--- src/rtl/e1_ebit_pkg.sv ---
package e1_ebit_pkg;

  // Which source feeds the E-bits at a multiframe start
  typedef enum logic [1:0] {
    EBIT_SRC_STORED = 2'd0,
    EBIT_SRC_ASYNC  = 2'd1,
    EBIT_SRC_SW     = 2'd2
  } ebit_src_e;

  function automatic ebit_src_e pick_src(input logic auto_en, input logic async_st);
    if (!auto_en)     return EBIT_SRC_SW;
    else if (async_st) return EBIT_SRC_ASYNC;
    else              return EBIT_SRC_STORED;
  endfunction

endpackage

--- src/rtl/e1_smf_store.sv ---
module e1_smf_store #(
  parameter int N_SMF = 2,
  parameter int IDX_W = 1
) (
  input  logic             clk,
  input  logic             rst,
  input  logic             wr_en,
  input  logic [IDX_W-1:0] wr_idx,
  input  logic             wr_err,
  output logic [N_SMF-1:0] ok_vec
);

  // One flag per submultiframe: 1 = last check clean, 0 = errored
  for (genvar i = 0; i < N_SMF; i++) begin : g_slot
    logic ok_q;
    always_ff @(posedge clk) begin
      if (rst) begin
        ok_q <= 1'b1;
      end else if (wr_en && (wr_idx == IDX_W'(i))) begin
        ok_q <= ~wr_err;
      end
    end
    assign ok_vec[i] = ok_q;
  end

endmodule

--- src/rtl/e1_ebit_latch.sv ---
module e1_ebit_latch
  import e1_ebit_pkg::*;
#(
  parameter int N_SMF = 2
) (
  input  logic             clk,
  input  logic             rst,
  input  logic             load,
  input  logic             auto_en,
  input  logic             async_st,
  input  logic             async_pol,
  input  logic [N_SMF-1:0] stored,
  input  logic [N_SMF-1:0] sw_val,
  output logic [N_SMF-1:0] ebit_q
);

  ebit_src_e        src;
  logic [N_SMF-1:0] next_val;

  always_comb begin
    src = pick_src(auto_en, async_st);
    unique case (src)
      EBIT_SRC_STORED: next_val = stored;
      EBIT_SRC_ASYNC:  next_val = {N_SMF{async_pol}};
      EBIT_SRC_SW:     next_val = sw_val;
      default:         next_val = '1;
    endcase
  end

  // Frozen for the whole multiframe
  always_ff @(posedge clk) begin
    if (rst) begin
      ebit_q <= '1;
    end else if (load) begin
      ebit_q <= next_val;
    end
  end

endmodule

--- src/rtl/e1_rai_gen.sv ---
module e1_rai_gen (
  input  logic clk,
  input  logic rst,
  input  logic lfa,
  input  logic auto_en,
  input  logic sw_req,
  output logic rai_q
);

  logic auto_alarm;
  assign auto_alarm = auto_en & lfa;

  always_ff @(posedge clk) begin
    if (rst) begin
      rai_q <= 1'b0;
    end else begin
      rai_q <= sw_req | auto_alarm;
    end
  end

endmodule

--- src/rtl/e1_ebit_rai_gen.sv ---
module e1_ebit_rai_gen #(
  parameter int N_SMF = 2,
  parameter int IDX_W = (N_SMF > 1) ? $clog2(N_SMF) : 1
) (
  input  logic             clk,
  input  logic             rst,
  input  logic             crc_valid,
  input  logic [IDX_W-1:0] crc_smf,
  input  logic             crc_err,
  input  logic             lfa,
  input  logic             mf_async,
  input  logic             tx_mf_start,
  input  logic             auto_ebit_en,
  input  logic             async_ebit_pol,
  input  logic             auto_rai_en,
  input  logic             sw_rai,
  input  logic [N_SMF-1:0] sw_ebit,
  output logic [N_SMF-1:0] ebit_out,
  output logic             rai_out
);

  logic [N_SMF-1:0] smf_ok;

  e1_smf_store #(.N_SMF(N_SMF), .IDX_W(IDX_W)) u_store (
    .clk    (clk),
    .rst    (rst),
    .wr_en  (crc_valid),
    .wr_idx (crc_smf),
    .wr_err (crc_err),
    .ok_vec (smf_ok)
  );

  e1_ebit_latch #(.N_SMF(N_SMF)) u_latch (
    .clk       (clk),
    .rst       (rst),
    .load      (tx_mf_start),
    .auto_en   (auto_ebit_en),
    .async_st  (mf_async),
    .async_pol (async_ebit_pol),
    .stored    (smf_ok),
    .sw_val    (sw_ebit),
    .ebit_q    (ebit_out)
  );

  e1_rai_gen u_rai (
    .clk     (clk),
    .rst     (rst),
    .lfa     (lfa),
    .auto_en (auto_rai_en),
    .sw_req  (sw_rai),
    .rai_q   (rai_out)
  );

endmodule

--- config.mk ---
export PLATFORM = sky130hd
export DESIGN_NAME = e1_ebit_rai_gen
export DESIGN_NICKNAME = d
export VERILOG_FILES = /design/src/rtl/e1_ebit_pkg.sv /design/src/rtl/e1_smf_store.sv /design/src/rtl/e1_ebit_latch.sv /design/src/rtl/e1_rai_gen.sv /design/src/rtl/e1_ebit_rai_gen.sv
export SDC_FILE = /design/constraint.sdc
export NUM_CORES = 1
export LEC_CHECK = 0
export BUFFER_PORTS_ARGS = -buffer_cell sky130_fd_sc_hd__buf_2
export CAP_MARGIN = 20
export CORE_AREA = 2 2 39 41
export DETAILED_ROUTE_END_ITERATION = 16
export DIE_AREA = 0 0 41 43
export PLACE_DENSITY = 0.45
export SYNTH_ARGS = -nofsm -noshare
export SYNTH_HDL_FRONTEND = slang
export SYNTH_HIERARCHICAL = 1
export SYNTH_SLANG_ARGS = --single-unit
export TNS_END_PERCENT = 1
--- constraint.sdc ---
create_clock -name clk -period 1.95 [get_ports clk]
set_input_delay 0.195 -clock clk [delete_from_list [all_inputs] [get_ports clk]]
set_output_delay 0.195 -clock clk [all_outputs]
set_load 0.01 [all_outputs]
==> impl_results.md <==
* Rows at 14
* Max_slew headroom at 0.876
* Final setup violation count at 0
* Multi-input gate area at roughly 130 um^2
* Largest net degree at the start of global routing at 8
* Drt drc at 0
* Post-Synth Simple-Gate Area at 0.251
* Cell area after layout at 360 um^2
* Compound-Gate Fraction of Synth Area at 0.246
* Placed inst area at 334 um^2
* Worst Setup Start Kind: register
* Routed vias at 252
* Fin Clk Skew at around 0.0039 ns
* Kind of critical path: reg2out
* Final layout net count at 60
* Worst hold slack at approximately 0.17 ns
* Multiplexer share of the synthesized area at 0.0402
* GRT Total Usage at 0.0714
* CP max-delay cell: dfxtp_1
* Max-slew violations at 0
* ANT cells at 0
* Type of element capturing the critical path: output port
* P&R area growth vs syn at 44.7%
* PD cells at 764 mW/mm^2
* Syn Inst Count at 27
* Initial drt markers at 4
* ANT nets after route at 0
* Sequential-to-total area share from yosys stat at 0.402
* Largest delay share family, worst path: flip-flops
* Synth top area cells: dfxtp_1, nor2_1, a21oi_1
* RD Place Congestion at 0.566
* Starting density of the core at 0.180
* HP Class: in2reg
* Reg area at 100 um^2
* Post-CTS Setup Inserts at 0
* I/O pin total at 17
* Worst-path cell chain: buf_2
* Crit Path Max Fanout at 2
* Root Driver: clkbuf_4
* Critical path buffers and inverters at 1
* Vias/cell at a little over 4
* RSZ-0062 raised after global routing: false
* Flop and latch count out of synthesis at 5
* Crit path DAT at 0.69 ns
* Max stage delay on crit path at 0.32 ns
* Final period util at 0.454
* Post-synthesis xor/xnor area fraction at 0
* Hold Vio Cnt, Final at 0
* Drt pass-1 iters at 3
* Grt ovf at 0
* H-tree depth at 1
* Die area at 0.00176 mm^2
* CTS Buf Count at 3
* Required time of the critical path at 1.75 ns
* Cell taking the most area after synthesis: dfxtp_1
* # fillers at approximately 150
* Antenna violations before repair at 0
* Core Area at approximately 0.0014 mm^2
* CTS resizes at 0
* Number of distinct library cells after synthesis at 14
* Final setup TNS at 0 ns
* Tmin final at 0.885 ns
* Clock Tree Buf Depth at 2
* Clock-pin slew on the worst setup and hold paths at around 0.050 ns
* Largest family of logic cells by synthesized area: simple AND/OR/NAND/NOR gates
* Net Count, Synth at 41
* # clock sinks at 5
* Post-DP HPWL at 419 um
* Design Power at 0.275 mW
* Worst IR drop on VDD at around 0.00053 V
* Drt wl/cell at 8.79 um
* I/O Buffers at 16
* Post-synth top area share at 0.402
* Vias in the first global route at 227
* Cts hold-fix bufs at 0
* Leak at 0.164 nW
* DRT Wirelength at 536 um
* Status: completed
* Max-cap violation count at 0
* Worst skew pair latency at 0.24 ns
* Die width at 41 um
* First-pass GRT wire length at ~760 um
* Layout cell share with drive strength beyond 1 at 0.489
* Post-synthesis adder-cell area fraction at 0
* CTS tree: done
* Worst Max-Slew Pin Slew at roughly 0.18 ns
* Avg Cell Area, Syn at 9.22 um^2
* Die Ht at 43 um
* Yosys warning total at 6
* Fmax at between 1 and 1.5 GHz
* Synthesized cell area at about 250 um^2
==> path summary, 6_finish.rpt <==
check	startpoint	endpoint	slack, ns	depth (start not counted)
setup reg to reg	u_latch/ebit_q[0]$_SDFFE_PP1P_	u_latch/ebit_q[0]$_SDFFE_PP1P_	1.23	3
hold / removal	crc_valid	u_store/g_slot[1].ok_q$_SDFFE_PP1P_	0.17	2
hold reg to reg	u_store/g_slot[0].ok_q$_SDFFE_PP1P_	u_latch/ebit_q[0]$_SDFFE_PP1P_	0.47	2
setup / recovery	u_latch/ebit_q[1]$_SDFFE_PP1P_	ebit_out[1]	1.06	1
==> power breakdown <==
part | internal (mW) | switching, mW | total [mW]
logic | 0.0238 | 0.0196 | 0.0434
registers | 0.109 | 0.00237 | 0.111
clock network | 0.0774 | 0.0430 | 0.120
total | 0.210 | 0.0650 | 0.275
==> final cells by class <==
| class | instances | share of cell area |
|---|---|---|
| multi-input combinational | 20 | 0.372 |
| sequential | 5 | 0.278 |
| timing repair buffer | 16 | 0.222 |
| clock buffer | 4 | 0.0729 |
| tap | 16 | 0.0556 |
==> through the flow <==
step / setup slack (ns) / util / instances
after floorplan: 1.23 / - / 27
after global placement: 1.11 / 0.241 / 57
after detailed placement: 1.08 / 0.241 / 57
after CTS: 1.05 / 0.260 / 61
after global routing: 1.02 / 0.260 / 61
final: 1.06 / 0.260 / 61
==> synthesized netlist by cell type <==
cell,number
nand3b_1,1
a2bb2oi_1,1
a21oi_2,1
a31oi_1,1
mux2i_1,1
nor2b_4,1
nor2_1,6
a2bb2oi_2,1
a21oi_1,3
nor2b_1,1
buf_4,2
nand2b_1,2
dfxtp_1,5
a211oi_1,1
==> kinds of logic after synthesis <==
family | Yosys count
buffers and inverters | 2
muxes | 1
AOI/OAI and AO/OA | 8
and+or+nand+nor | 11
DFF | 5
==> state kept, by name, indices dropped and copies added (netlist names) <==
signal,cells
u_store/g_slot.ok_q,2
u_rai/rai_q,1
u_latch/ebit_q,2
==> metal layers <==
layer / wire length (um) / track usage / vias up
met5: 0 / 0 / -
met4: 0 / 0.0600 / 0
met3: 96 / 0.0681 / 0
met2: 215 / 0.0938 / 19
met1: 224 / 0.0613 / 101
li1: - / - / 132
==> cell usage in the layout, fill, tap and decap left out, types with 2 or more instances in the layout <==
master	n
nand2b_1	2
nor2_1	6
clkbuf_4	3
buf_2	16
a21oi_1	3
dfxtp_1	5
Note: power is estimated with default switching activity, not from simulation.
